**config.mk**
```make
export PLATFORM = sky130hd
export DESIGN_NAME = shadd_agu
export DESIGN_NICKNAME = d
export VERILOG_FILES = /design/src/rtl/sadd_pkg.sv /design/src/rtl/sadd_bext.sv /design/src/rtl/sadd_shl.sv /design/src/rtl/sadd_cond.sv /design/src/rtl/shadd_agu.sv
export SDC_FILE = /design/constraint.sdc
export NUM_CORES = 1
export LEC_CHECK = 0
export ABC_AREA = 1
export BUFFER_PORTS_ARGS = -buffer_cell sky130_fd_sc_hd__buf_4
export CELL_PAD_IN_SITES_DETAIL_PLACEMENT = 1
export CELL_PAD_IN_SITES_GLOBAL_PLACEMENT = 1
export CORE_AREA = 3 3 188 172
export CTS_BUF_LIST = sky130_fd_sc_hd__clkbuf_16
export DETAILED_ROUTE_END_ITERATION = 10
export DIE_AREA = 0 0 191 175
export PLACE_DENSITY = 0.79
export SLEW_MARGIN = 0
export SYNTH_ARGS = -nofsm -noshare
export SYNTH_HDL_FRONTEND = slang
export SYNTH_SLANG_ARGS = --single-unit
```
**constraint.sdc**
```tcl
create_clock -name clk -period 2.92 [get_ports clk]
set_input_delay 0.146 -clock clk [delete_from_list [all_inputs] [get_ports clk]]
set_output_delay 0.146 -clock clk [all_outputs]
set_load 0.01 [all_outputs]
```
**src/rtl/sadd_pkg.sv**
```systemverilog
// Package: shared types for the shift-and-add unit.
// Assumes a two-bit mode field; code 2'b11 is treated as full width.
package sadd_pkg;
    typedef enum logic [1:0] {
        MODE_FULL  = 2'b00,
        MODE_SWORD = 2'b01,
        MODE_UWORD = 2'b10,
        MODE_RSVD  = 2'b11
    } bmode_e;

    typedef struct packed {
        logic neg;
        logic pos;
        logic zero;
    } cond_t;
endpackage

```
**src/rtl/sadd_bext.sv**
```systemverilog
// Operand-B conditioner: passes B through, or rebuilds its upper half from
// its lower half (sign or zero). Assumes XLEN is even. Purely combinational.
module sadd_bext
    import sadd_pkg::*;
#(
    parameter int XLEN = 64
) (
    input  logic [1:0]      mode,
    input  logic [XLEN-1:0] b_in,
    output logic [XLEN-1:0] b_out
);
    localparam int HALF = XLEN / 2;

    logic [HALF-1:0] low_half;
    assign low_half = b_in[HALF-1:0];

    // Select the upper half according to the mode.
    always_comb begin
        case (bmode_e'(mode))
            MODE_SWORD: b_out = {{HALF{low_half[HALF-1]}}, low_half};
            MODE_UWORD: b_out = {{HALF{1'b0}}, low_half};
            default:    b_out = b_in;
        endcase
    end
endmodule

```
**src/rtl/sadd_shl.sv**
```systemverilog
// Biased left shifter: shifts by sh+1 with zero fill, truncated to XLEN.
// One candidate per shift amount, selected by sh. Combinational.
module sadd_shl #(
    parameter int XLEN = 64,
    parameter int SH_W = 2
) (
    input  logic [SH_W-1:0] sh,
    input  logic [XLEN-1:0] val,
    output logic [XLEN-1:0] shifted
);
    localparam int NAMT = 1 << SH_W;

    logic [XLEN-1:0] cand [NAMT];

    for (genvar k = 0; k < NAMT; k++) begin : g_amt
        // Candidate for immediate k: shift by k+1.
        assign cand[k] = val << (k + 1);
    end

    assign shifted = cand[sh];
endmodule

```
**src/rtl/sadd_cond.sv**
```systemverilog
// Condition classifier: marks a value as signed-negative, positive or zero.
// Exactly one bit of the result is set. Combinational.
module sadd_cond
    import sadd_pkg::*;
#(
    parameter int XLEN = 64
) (
    input  logic [XLEN-1:0] val,
    output cond_t           cond
);
    // Derive the three mutually exclusive flags.
    always_comb begin
        cond.zero = (val == '0);
        cond.neg  = val[XLEN-1];
        cond.pos  = !val[XLEN-1] && (val != '0);
    end
endmodule

```
**src/rtl/shadd_agu.sv**
```systemverilog
// Top: shift-and-add unit for scaled-index addresses. sum = (B' << (sh+1)) + A,
// where B' is B or its extended lower half. One register stage.
// Assumes a synchronous active-low reset and an always-ready consumer.
module shadd_agu
    import sadd_pkg::*;
#(
    parameter int XLEN = 64,
    parameter int SH_W = 2
) (
    input  logic            clk,
    input  logic            rst_n,
    input  logic            in_valid,
    input  logic [1:0]      mode,
    input  logic [SH_W-1:0] sh,
    input  logic            rc_en,
    input  logic [XLEN-1:0] opa,
    input  logic [XLEN-1:0] opb,
    output logic            out_valid,
    output logic [XLEN-1:0] sum_o,
    output logic [2:0]      cond_o
);
    logic [XLEN-1:0] b_ext;
    logic [XLEN-1:0] b_shl;
    logic [XLEN-1:0] sum_next;
    cond_t           cond_next;

    sadd_bext #(.XLEN(XLEN)) u_bext (
        .mode  (mode),
        .b_in  (opb),
        .b_out (b_ext)
    );

    sadd_shl #(.XLEN(XLEN), .SH_W(SH_W)) u_shl (
        .sh      (sh),
        .val     (b_ext),
        .shifted (b_shl)
    );

    // Modulo add; the carry is not kept.
    assign sum_next = b_shl + opa;

    sadd_cond #(.XLEN(XLEN)) u_cond (
        .val  (sum_next),
        .cond (cond_next)
    );

    // Output valid tracks the input valid by one cycle.
    always_ff @(posedge clk) begin
        if (!rst_n) out_valid <= 1'b0;
        else        out_valid <= in_valid;
    end

    // Capture the sum for accepted requests only.
    always_ff @(posedge clk) begin
        if (!rst_n)        sum_o <= '0;
        else if (in_valid) sum_o <= sum_next;
    end

    // Refresh the condition field only when requested.
    always_ff @(posedge clk) begin
        if (!rst_n)                 cond_o <= '0;
        else if (in_valid && rc_en) cond_o <= cond_next;
    end
endmodule

```
==> run_results.csv <==
group,metric,value,unit
global_routing,antenna_found_initial,0,
synthesis,synth_fp_nets,2124,
final_layout,fill_cells,4201,
final_layout,seqCellArea,1360,µm²
hold_path,hp-class,"primary input to register",
detailed_routing,drt_first_iter_violations,583,
setup_path,crit_path_end_kind,"register",
clocking,cts_max_level,3,
timing,clock_skew,0,ps
final_layout,drive_gt1_frac,0.397,
timing,fmax,290,MHz
floorplan,die_area,33400,µm²
final_layout,fin_nets,2616,
timing,setup_ws,-534,ps
power_and_ir_drop,ir_drop,265,µV
global_routing,grt_pass1_vias,14600,
setup_path,required,3140,ps
global_routing,gr-usage-all-layers,0.290,
timing,finalHoldViolations,0,
synthesis,avgSynthCellArea,5.38,µm²
clocking,clockRootBuffer,"clkbuf_16",
floorplan,die_height,175,µm
flow_run,drv_cap,0,
place,io_buffers,202,
clocking,clock_latency,340,ps
hold_path,hp-start,"opa[0]",
detailed_routing,drtPass1Iterations,5,
setup_path,crit_arrival,3670,ps
floorplan,pin_count,204,
detailed_routing,wl_per_cell,18.5,µm
hold_path,min_delay_path_depth,3,
final_layout,syn2layout_area_growth,62.5,%
clocking,max-clock-path-buffers,2,
synthesis,syn_area,10300,µm²
setup_path,critPathMaxFanout,12,
synthesis,yosysWarnings,0,
detailed_routing,drt-vias-per-instance,4.95,
clocking,cts_buffers,9,
final_layout,stdcell_count,2827,
synthesis,synth_seq_area_share,0.132,
final_layout,multi_input_area,8790,µm²
clocking,clkTransAtPathRegs,60,ps
setup_path,critPathLaunchType,"primary input",
detailed_routing,ant_nets,0,
final_layout,finalInstanceArea,16800,µm²
setup_path,r2r-end,"cond_o[2]",
power_and_ir_drop,p_leak,9.65,nW
detailed_routing,drcViolationCount,0,
global_routing,grt_max_degree,82,
power_and_ir_drop,power.density,431,nW/µm²
detailed_routing,routed-via-count,14000,
synthesis,syn_inst,1921,
setup_path,critical_path_class,"primary input to register",
clocking,cts.sinks,68,
place,dp.cells,2745,
detailed_routing,wirelength,52200,µm
timing,slew_headroom,0.470,
place,dp_hpwl,40200,µm
timing,fin_crit_sh,1.18,
global_routing,grt_pass1_wl,76600,µm
floorplan,coreArea,30600,µm²
timing,drv_slew,0,
synthesis,ys_seq_elements,68,
timing,rsz0062_at_grt,"true",
status,outcome,"complete, but fails checks",
status,violations,"setup timing",
floorplan,die_w,191,µm
setup_path,ff2ff_path_depth,3,
clocking,cts_tree,"yes",
place,gp_congestion,0.940,
floorplan,start_util,0.337,
setup_path,reg2reg_from,"cond_o[2]",
setup_path,r2r_slack,1990,ps
global_routing,overflow,0,
synthesis,synth.distinct_cells,36,
clocking,cts_hold_buf,0,
timing,finalSetupViolations,22,
place,place_area,14200,µm²
floorplan,row_count,61,
timing,worst_pin_slew,795,ps
timing,period_needed,3450,ps
hold_path,hold_end,"sum_o[0]",
final_layout,antenna-diode-count,0,
flip-flops by register name, indices dropped and copies added, names as in the netlist:
register / flops
sum_o: 64
cond_o: 3
out_valid: 1
stage by stage:
step	worst slack [ps]	util	hold WS (ps)	power [mW]	setup TNS, ps
global placement	-939	0.465	423	5.05	-12580
floorplan	-20.7	-	298	3.12	-20.7
global route	-664	0.548	90.7	7.72	-8040
finish	-534	0.548	93.1	7.23	-3360
detailed placement	-974	0.465	439	5.15	-16230
CTS	-135	0.515	74.7	6.76	-296
what timing repair did:
item,in CTS,in global routing
resized for setup,278,248
setup endpoints to repair,26,35
setup buffers,37,27
pin swaps,107,111
cloned,5,0
cell usage in the layout, fill, tap and decap left out, drive strengths merged:
cell,count
a21o,1
a21oi,49
and2,2
and3,4
buf,522
bufbuf,1
bufinv,1
clkbuf,9
clkinv,5
clkinvlp,4
dfxtp,68
fa,1
ha,66
inv,419
mux2i,76
nand2,779
nand3,62
nand3b,20
nand4,14
nor2,124
nor3,16
nor4,6
o211ai,52
o21ai,91
o21bai,1
or2,2
xnor2,19
xor2,4
where the power goes:
group	leakage, nW	total [mW]	internal (mW)	switching [mW]
Clock	0.139	1.08	0.656	0.423
Combinational	8.95	5.04	2.23	2.81
Sequential	0.565	1.11	1.04	0.0685
Total	9.65	7.23	3.93	3.30
how the worst max path moves through the flow:
stage	start	end	depth (start not counted)
final	mode[1]	cond_o[1]	27
after global routing	mode[1]	cond_o[1]	28
after global placement	mode[0]	cond_o[1]	25
after detailed placement	mode[0]	cond_o[1]	25
after floorplan	mode[1]	cond_o[1]	27
after CTS	mode[1]	cond_o[1]	27
cells in the mapped netlist:
library cell / instances / area, µm²
a21o_1: 1 / 7.51
a21oi_1: 48 / 240
a21oi_2: 1 / 8.76
and2_1: 2 / 12.5
and3_1: 4 / 25.0
buf_1: 10 / 37.5
buf_2: 1 / 5.00
buf_4: 1 / 7.51
clkbuf_1: 32 / 120
clkinv_1: 1 / 3.75
dfxtp_1: 68 / 1360
fa_1: 1 / 20.0
ha_1: 66 / 826
inv_1: 408 / 1530
inv_2: 11 / 41.3
mux2i_1: 76 / 761
nand2_1: 762 / 2860
nand2_2: 17 / 106
nand3_1: 54 / 270
nand3_2: 8 / 80.1
nand3b_1: 19 / 143
nand3b_2: 1 / 11.3
nand4_1: 14 / 87.6
nor2_1: 94 / 353
nor2_2: 30 / 188
nor3_1: 10 / 50.1
nor3_2: 6 / 60.1
nor4_1: 5 / 31.3
nor4_2: 1 / 12.5
o211ai_1: 52 / 390
o21ai_0: 91 / 455
o21bai_1: 1 / 7.51
or2_0: 1 / 6.26
or2_2: 1 / 6.26
xnor2_1: 19 / 166
xor2_1: 4 / 35.0
worst max-delay path, cell delays in order:
cell,delay (ps)
buf_6,80
inv_4,30
ha_4,350
inv_8,70
o21ai_1,230
mux2i_1,160
buf_4,160
o21ai_1,290
ha_4,290
nand2_4,100
inv_1,70
nand2_1,80
nand2_1,80
nand2_1,90
nand2_1,130
nand2_1,100
nand2_1,70
nor2_2,140
nand4_1,190
nand2_4,140
nand2_1,60
nor2_1,100
nand2_1,100
nor2_2,140
nand3_2,120
nand2_2,90
a21oi_2,50
metal layers:
layer,track usage,share of wire,up-vias
li1,-,-,6870
met1,0.335,0.40,6680
met2,0.563,0.52,330
met3,0.0265,0.031,120
met4,0.0841,0.044,0
met5,0,0,-
cell families after synthesis:
family,after synthesis,synth area share
xor gates and xnor gates,23,0.0195
and+or+nand+nor,1029,0.417
adders and majority gates,67,0.0819
buffers and inverters,464,0.169
DFF,68,0.132
AOI/OAI and AO/OA,194,0.107
muxes,76,0.0737
cell type report:
class | count | share of cell area
repair buffers | 523 | 0.251
repair inverters | 2 | 0.000895
clock buffers | 9 | 0.0134
inverters | 420 | 0.0948
multi-input cells | 1389 | 0.524
well taps | 409 | 0.0305
flip-flops and latches | 68 | 0.0811
clock inverters | 7 | 0.00403
No activity file was read; power rests on OpenSTA's default activity.
